`src/rtl/gcp_pkg.sv`:
```
`timescale 1ns/1ps
package gcp_pkg;

  // How the generate class of one bit is formed.
  typedef enum logic [1:0] {
    GEN_AND    = 2'd0,
    GEN_XNOR   = 2'd1,
    GEN_INVNOR = 2'd2
  } gen_style_e;

  // Generate flag of one bit pair; an/bn are the complemented operands.
  function automatic logic gen_bit(gen_style_e style, logic a, logic b,
                                   logic an, logic bn);
    logic g;
    case (style)
      GEN_AND:  g = a & b;
      GEN_XNOR: g = ~(a ^ b);
      default:  g = ~(an | bn);
    endcase
    return g;
  endfunction

  // Cancel flag of one bit pair: neither operand bit is set.
  function automatic logic cancel_bit(logic a, logic b);
    return ~(a | b);
  endfunction

  // A generate only counts as a pure generate when cancel does not also hold.
  function automatic logic pure_gen(logic g, logic c);
    return g & ~c;
  endfunction

endpackage

```
`src/rtl/gcp_classify.sv`:
```
`timescale 1ns/1ps
module gcp_classify #(
  parameter int W = 8,
  parameter gcp_pkg::gen_style_e GEN_STYLE = gcp_pkg::GEN_AND
) (
  input  logic           clk,
  input  logic           rst,
  input  logic [W-1:0]   a,
  input  logic [W-1:0]   b,
  input  logic           cin,
  input  logic           or_mode,
  input  logic           vld_in,
  output logic [W-1:0]   psum,
  output logic [W-1:0]   ign,
  output logic [W:0]     gen_x,
  output logic [W:0]     can_x,
  output logic           mode,
  output logic           vld
);
  import gcp_pkg::*;

  localparam int EXT = W + 1;

  logic [W-1:0] a_n;
  logic [W-1:0] b_n;
  logic [EXT-1:0] gen_c;
  logic [EXT-1:0] can_c;
  logic [W-1:0] psum_c;
  logic [W-1:0] ign_c;

  // Front end: both polarities of each operand.
  assign a_n = ~a;
  assign b_n = ~b;

  // Slot 0 of the extended vectors stands for the carry-in.
  assign gen_c[0] = cin;
  assign can_c[0] = ~cin;

  for (genvar i = 0; i < W; i++) begin : g_bit
    assign gen_c[i+1] = gen_bit(GEN_STYLE, a[i], b[i], a_n[i], b_n[i]);
    assign can_c[i+1] = cancel_bit(a[i], b[i]);
    assign psum_c[i]  = a[i] ^ b[i];
    assign ign_c[i]   = pure_gen(gen_c[i+1], can_c[i+1]);
  end

  always_ff @(posedge clk) begin
    if (rst) begin
      psum  <= '0;
      ign   <= '0;
      gen_x <= '0;
      can_x <= '0;
      mode  <= 1'b0;
      vld   <= 1'b0;
    end else begin
      psum  <= psum_c;
      ign   <= ign_c;
      gen_x <= gen_c;
      can_x <= can_c;
      mode  <= or_mode;
      vld   <= vld_in;
    end
  end

endmodule

```
`src/rtl/gcp_resolve.sv`:
```
`timescale 1ns/1ps
module gcp_resolve #(
  parameter int W = 8
) (
  input  logic           clk,
  input  logic           rst,
  input  logic [W:0]     gen_x,
  input  logic [W:0]     can_x,
  input  logic [W-1:0]   psum_in,
  input  logic [W-1:0]   ign_in,
  input  logic           mode_in,
  input  logic           vld_in,
  output logic [W:0]     carry,
  output logic [W-1:0]   psum,
  output logic [W-1:0]   ign,
  output logic           mode,
  output logic           vld
);

  localparam int EXT = W + 1;

  logic [EXT-1:0] carry_c;

  // For every slot k, the cancels from k downward are ORed into a block
  // mask first; a generate counts only where no cancel sits at or above it
  // (up to k). All slots are evaluated side by side.
  always_comb begin
    for (int k = 0; k < EXT; k++) begin
      logic blk;
      logic acc;
      blk = 1'b0;
      acc = 1'b0;
      for (int p = k; p >= 0; p--) begin
        blk = blk | can_x[p];
        acc = acc | (gen_x[p] & ~blk);
      end
      carry_c[k] = acc;
    end
  end

  always_ff @(posedge clk) begin
    if (rst) begin
      carry <= '0;
      psum  <= '0;
      ign   <= '0;
      mode  <= 1'b0;
      vld   <= 1'b0;
    end else begin
      carry <= carry_c;
      psum  <= psum_in;
      ign   <= ign_in;
      mode  <= mode_in;
      vld   <= vld_in;
    end
  end

endmodule

```
`src/rtl/gcp_finish.sv`:
```
`timescale 1ns/1ps
module gcp_finish #(
  parameter int W = 8
) (
  input  logic           clk,
  input  logic           rst,
  input  logic [W:0]     carry,
  input  logic [W-1:0]   psum,
  input  logic [W-1:0]   ign,
  input  logic           mode,
  input  logic           vld_in,
  output logic [W-1:0]   result,
  output logic           cout,
  output logic           vld
);

  logic [W-1:0] res_c;
  logic         cout_c;

  // OR mode floods the partial sum with the pure generates; the partial
  // sum is never 1 where the OR is 0, so no masking is needed.
  always_comb begin
    if (mode) begin
      res_c  = psum | ign;
      cout_c = 1'b0;
    end else begin
      res_c  = psum ^ carry[W-1:0];
      cout_c = carry[W];
    end
  end

  always_ff @(posedge clk) begin
    if (rst) begin
      result <= '0;
      cout   <= 1'b0;
      vld    <= 1'b0;
    end else begin
      result <= res_c;
      cout   <= cout_c;
      vld    <= vld_in;
    end
  end

endmodule

```
`src/rtl/gcp_adder.sv`:
```
`timescale 1ns/1ps
module gcp_adder #(
  parameter int W = 8,
  parameter gcp_pkg::gen_style_e GEN_STYLE = gcp_pkg::GEN_AND
) (
  input  logic           clk,
  input  logic           rst,
  input  logic [W-1:0]   a_in,
  input  logic [W-1:0]   b_in,
  input  logic           cin,
  input  logic           or_mode,
  input  logic           valid_in,
  output logic [W-1:0]   sum_out,
  output logic           cout,
  output logic           valid_out
);

  localparam int EXT = W + 1;

  // Stage-one classification, brought out by name for the checker.
  logic [W-1:0]   s1_psum;
  logic [W-1:0]   s1_ign;
  logic [EXT-1:0] s1_gen;
  logic [EXT-1:0] s1_can;
  logic           s1_mode;
  logic           s1_vld;

  // Stage-two resolved carries.
  logic [EXT-1:0] s2_carry;
  logic [W-1:0]   s2_psum;
  logic [W-1:0]   s2_ign;
  logic           s2_mode;
  logic           s2_vld;

  gcp_classify #(.W(W), .GEN_STYLE(GEN_STYLE)) u_cls (
    .clk    (clk),
    .rst    (rst),
    .a      (a_in),
    .b      (b_in),
    .cin    (cin),
    .or_mode(or_mode),
    .vld_in (valid_in),
    .psum   (s1_psum),
    .ign    (s1_ign),
    .gen_x  (s1_gen),
    .can_x  (s1_can),
    .mode   (s1_mode),
    .vld    (s1_vld)
  );

  gcp_resolve #(.W(W)) u_res (
    .clk    (clk),
    .rst    (rst),
    .gen_x  (s1_gen),
    .can_x  (s1_can),
    .psum_in(s1_psum),
    .ign_in (s1_ign),
    .mode_in(s1_mode),
    .vld_in (s1_vld),
    .carry  (s2_carry),
    .psum   (s2_psum),
    .ign    (s2_ign),
    .mode   (s2_mode),
    .vld    (s2_vld)
  );

  gcp_finish #(.W(W)) u_fin (
    .clk   (clk),
    .rst   (rst),
    .carry (s2_carry),
    .psum  (s2_psum),
    .ign   (s2_ign),
    .mode  (s2_mode),
    .vld_in(s2_vld),
    .result(sum_out),
    .cout  (cout),
    .vld   (valid_out)
  );

endmodule

```
`config.mk`:
```
export PLATFORM = sky130hd
export DESIGN_NAME = gcp_adder
export DESIGN_NICKNAME = d
export VERILOG_FILES = /design/src/rtl/gcp_pkg.sv /design/src/rtl/gcp_classify.sv /design/src/rtl/gcp_resolve.sv /design/src/rtl/gcp_finish.sv /design/src/rtl/gcp_adder.sv
export SDC_FILE = /design/constraint.sdc
export NUM_CORES = 1
export LEC_CHECK = 0
export ABC_AREA = 1
export ABC_CLOCK_PERIOD_IN_PS = 1300
export BUFFER_PORTS_ARGS = -buffer_cell sky130_fd_sc_hd__buf_2
export CORE_AREA = 10 10 57 104
export CTS_BUF_LIST = sky130_fd_sc_hd__clkbuf_8
export DETAILED_ROUTE_END_ITERATION = 12
export DIE_AREA = 0 0 67 114
export PLACE_DENSITY_LB_ADDON = 0.08
export REMOVE_ABC_BUFFERS = 1
export SKIP_LAST_GASP = 1
export SLEW_MARGIN = 10
export SYNTH_ARGS = -nofsm -noshare
export SYNTH_HDL_FRONTEND = slang
export SYNTH_SLANG_ARGS = --single-unit
```
`constraint.sdc`:
```
create_clock -name clk -period 1.3 [get_ports clk]
set_input_delay 0.325 -clock clk [delete_from_list [all_inputs] [get_ports clk]]
set_output_delay 0.325 -clock clk [all_outputs]
set_load 0.05 [all_outputs]
```
# Yosys cells after proc, flatten, opt, wreduce, memory -nomap -nowiden
# Cells that the tools add are included.
op_classes:
  reduce_logical: 1
  bitwise: 205
  muxes: 1
ops:
  columns: ["cell", "n"]
  rows:
  - ["1-bit bitwise OR", 80]
  - ["1-bit AND", 61]
  - ["1-bit inverter", 54]
  - ["8-bit 2-to-1 mux", 1]
  - ["8-bit bitwise OR", 1]
  - ["1-bit bitwise XOR", 8]
  - ["8-bit bitwise XOR", 1]
  - ["2-bit OR reduction", 1]
totals:
  wordCells: 221
  input_bits: 21
  out_inout_bits: 10
  ff_bits: 73

# Depth between registers and ports, before layout
depth:
  depth_word: 11
  depth_mapped: 7
  depth_no_buf: 7

# Hierarchy
# From an unflattened synthesis, not the netlist that was laid out.
unflattened:
  hier_cells: 318
  area_unflattened_um2: 2576.2
modules_own_cells:
  columns: ["module", "area_per_inst_um2", "cells_each", "seq_area_each_um2", "n_inst"]
  rows:
  - ["gcp_classify", 1123.6, 126, 560.5, 1]
  - ["gcp_resolve", 962.2, 119, 540.5, 1]
  - ["gcp_finish", 490.5, 73, 200.2, 1]

# Worst setup path after synthesis
# No wires, ideal clock.
synth_timing:
  path_kind: "register to output"
  startpoint: "reg u_fin.cout"
  endpoint: "out cout"
  required_ps: 975
  n_path_buf: 0
  slack_ps: 388
  arrival_ps: 587
  stages_incl_launch_ff: 1
  cell_sequence: "dfxtp_1"
synth_lines:
  columns: ["item", "line", "text"]
  rows:
  - ["start: declaration", "gcp_finish.sv:13", "output logic cout,"]
  - ["start signal: assignment", "gcp_finish.sv:39", "cout <= cout_c;"]
  - ["end: declaration", "gcp_adder.sv:14", "output logic cout,"]
# No word-level cell between the ends.

# Worst setup path in the final report
layout_timing:
  startpoint: "reg u_fin.result[7]"
  endpoint: "out sum_out[7]"
layout_lines:
  columns: ["item", "line", "text"]
  rows:
  - ["start: declaration", "gcp_finish.sv:12", "output logic [W-1:0] result,"]
  - ["start signal: assignment", "gcp_finish.sv:38", "result <= res_c;"]
  - ["end: declaration", "gcp_adder.sv:13", "output logic [W-1:0] sum_out,"]
# No word-level cell between the ends.

==> results.json <==
{
  "max_slew_margin_pct": 83.84,
  "number_of_endpoints_failing_setup_at_the_final_stage": 0,
  "cp_max_fo": 1,
  "setup.worst_path.start_class": "register",
  "drt_first_pass_iters": 4,
  "detailroute.via_count": 1585,
  "floorplan.rows": 34,
  "grt_usage_pct": 10.62,
  "startpoint_of_the_lowest_slack_hold_path": "cin",
  "detailedPlace.worstSlack_ps": 211.0,
  "die_extent_in_x_um": 67,
  "path_cells": "buf_2",
  "final.period_utilization_pct": 92.60,
  "num-nets-final": 352,
  "maxClockFrequency_ghz": 0.8307,
  "drc_errors": 0,
  "finalSetupTns_ps": 0,
  "design.die.area_um2": 7638,
  "cellLeakagePower_nw": 1.448,
  "antenna_left": 0,
  "timing_worst_slew_pin_value_ps": 240.6,
  "min-delay-path-class": "input port to register",
  "register_to_register_setup_slack_ps": 300,
  "max-clock-path-buffers": 2,
  "skew_ps": 7.028,
  "numPlacedInstances": 358,
  "finalHoldViolCount": 0,
  "antenna_found_initial": 0,
  "ys_warn_count": 0,
  "syn_inst": 275,
  "dpl.hpwl_mm": 2.652,
  "gp_congestion": 0.6992,
  "cts_resized": 0,
  "family_of_cells_with_the_greatest_summed_delay_on_the_critical_path": "flip-flops",
  "tritoncts": "done",
  "routed_wirelength_mm": 3.421,
  "io_port_bufs": 30,
  "numCtsBuffers": 9,
  "cts-htree-levels": 3,
  "r2r_end": "u_res.carry[8]$_SDFF_PP0_",
  "initial_core_util_pct": 55.71,
  "postSynthRegisterBits": 65,
  "routedWlPerCell_um": 9.172,
  "postLayoutCellArea_um2": 2840,
  "cp-end-kind": "output pin",
  "timing_max_transition_violations_final": 0,
  "via_density": 4.249,
  "crit_path_top_delay_cell": "sky130_fd_sc_hd__dfxtp_1",
  "fin_hold_ws_ps": 159.0,
  "ir_worst_vdd_uv": 910.5,
  "critical_path_class": "register to output pin",
  "post_synthesis_mean_instance_area_um2": 8.704,
  "timing.critical_path.required_ps": 980,
  "synth.cell_area_um2": 2394,
  "cts_sinks": 65,
  "drt_iter0_markers": 42,
  "finalPower_mw": 4.320,
  "grt.overflow.total": 0,
  "distinct_cell_type_count_after_synthesis": 21,
  "placed_cell_area_um2": 2630,
  "max_cap_viol_count": 0,
  "grt_first_pass_wirelength_mm": 6.141,
  "cp.arrival_ps": 880,
  "power.density_nw_per_um2": 1521,
  "whs_endpoint": "u_cls.can_x[0]$_SDFF_PP0_",
  "worst_skew_pair.late_latency_ps": 320,
  "hold_path_stages": 2,
  "grt_max_degree": 25,
  "number_of_buffer_and_inverter_stages_on_the_critical_path": 1,
  "final.setup.worst_slack_ps": 96.22,
  "final_util_pct": 66.10,
  "root_buffer": "sky130_fd_sc_hd__clkbuf_8",
  "outcome": "finished clean",
  "reg2regPathDepth": 5,
  "stdcell_count": 373,
  "cts.reportedPaths.clkPinSlew_ps": 60,
  "cts_setup_buffers": 0,
  "number_of_antenna_diodes": 0,
  "die_height_um": 114,
  "vias_in_the_first_global_route": 1572,
  "rsz0062_at_grt": "no",
  "critical-path-max-stage-delay_ps": 300,
  "ctsHoldBuffers": 0,
  "layout-drive-gt1-share_pct": 22.26,
  "ys_seq_area_share_pct": 54.36,
  "core-area_um2": 4297,
  "final.min_clock_period_ps": 1204,
  "syn_to_final_growth_pct": 18.66,
  "ios": 31,
  "timing.rr.start": "u_cls.can_x[3]$_SDFF_PP0_"
}
[placed cells by master, fill, tap and decap left out, types with 2 or more instances in the layout]
cell / netlist / final
sky130_fd_sc_hd__bufinv_16: 0 / 2
sky130_fd_sc_hd__buf_4: 0 / 6
sky130_fd_sc_hd__inv_1: 65 / 67
sky130_fd_sc_hd__buf_2: 7 / 30
sky130_fd_sc_hd__ha_1: 16 / 16
sky130_fd_sc_hd__nand2_1: 21 / 21
sky130_fd_sc_hd__nand2_2: 5 / 5
sky130_fd_sc_hd__clkbuf_8: 0 / 10
sky130_fd_sc_hd__or2_1: 3 / 3
sky130_fd_sc_hd__a21oi_1: 9 / 9
sky130_fd_sc_hd__nor2_1: 55 / 55
sky130_fd_sc_hd__xor2_1: 8 / 8
sky130_fd_sc_hd__nor2_2: 5 / 5
sky130_fd_sc_hd__a21oi_2: 6 / 6
sky130_fd_sc_hd__nor3b_1: 2 / 2
sky130_fd_sc_hd__dfxtp_1: 65 / 65
[power by group]
group / internal [mW] / switching (mW) / leakage, nW
registers: 2.11 / 0.0349 / 0.535
logic: 0.154 / 0.264 / 0.798
clock network: 1.10 / 0.657 / 0.115
total: 3.36 / 0.956 / 1.45
[metal layers]
| layer | track usage, % | wire (µm) |
|---|---|---|
| met5 | 0 | 0 |
| met2 | 17.94 | 1811 |
| met3 | 4.420 | 179 |
| met1 | 9.412 | 1374 |
| met4 | 8.264 | 55 |
[kinds of logic after synthesis]
family                   Yosys count  share of synthesized area [%]
flip-flops                        65                          54.36
adder cells (fa/ha/maj)           16                          8.364
AO/OA/AOI/OAI                     15                          4.077
XOR/XNOR                           8                          2.927
buffers and inverters             75                          12.55
AND/OR/NAND/NOR                   96                          17.72
[registers in the layout (all words and copies together), names as in the netlist]
signal / flops
u_cls.can_x: 9
u_cls.gen_x: 1
u_cls.ign: 8
u_cls.mode: 1
u_cls.psum: 8
u_cls.vld: 1
u_fin.cout: 1
u_fin.result: 8
u_fin.vld: 1
u_res.carry: 9
u_res.ign: 8
u_res.mode: 1
u_res.psum: 8
u_res.vld: 1
[cell usage after synthesis]
cell type / instances / share of area, %
sky130_fd_sc_hd__nand2_1: 21 / 3.3
sky130_fd_sc_hd__nand3_2: 1 / 0.42
sky130_fd_sc_hd__nor2_4: 1 / 0.47
sky130_fd_sc_hd__dfxtp_1: 65 / 54
sky130_fd_sc_hd__nor2_2: 5 / 1.3
sky130_fd_sc_hd__inv_1: 65 / 10
sky130_fd_sc_hd__nor3_1: 1 / 0.21
sky130_fd_sc_hd__ha_1: 16 / 8.4
sky130_fd_sc_hd__buf_6: 1 / 0.47
sky130_fd_sc_hd__inv_2: 1 / 0.16
sky130_fd_sc_hd__nand2_2: 5 / 1.3
sky130_fd_sc_hd__a21oi_1: 9 / 1.9
sky130_fd_sc_hd__or2_1: 3 / 0.78
sky130_fd_sc_hd__buf_2: 7 / 1.5
sky130_fd_sc_hd__nor2_1: 55 / 8.6
sky130_fd_sc_hd__a21oi_2: 6 / 2.2
sky130_fd_sc_hd__nor3b_1: 2 / 0.63
sky130_fd_sc_hd__xor2_1: 8 / 2.9
sky130_fd_sc_hd__nand3_1: 1 / 0.21
sky130_fd_sc_hd__inv_4: 1 / 0.26
sky130_fd_sc_hd__nand2_4: 1 / 0.47
[how the worst max path moves through the flow]
stage	from	endpoint	cells after the start
final	u_fin.result[7]$_SDFF_PP0_	sum_out[7]	1
after global routing	u_fin.cout$_SDFF_PP0_	cout	1
after CTS	u_fin.result[3]$_SDFF_PP0_	sum_out[3]	1
after detailed placement	rst	u_res.carry[2]$_SDFF_PP0_	5
after global placement	rst	u_res.carry[2]$_SDFF_PP0_	5
after floorplan	u_res.mode$_SDFF_PP0_	u_fin.result[0]$_SDFF_PP0_	4
[cell type report]
type,count,area (µm²)
clock inverters,5,72.57
fillers,390,1456
repair buffers,37,215.2
inverters,67,254.0
flip-flops and latches,65,1301
clock buffers,10,137.6
well taps,54,67.56
multi-input cells,135,792.0
No activity file was read; power rests on OpenSTA's default activity.
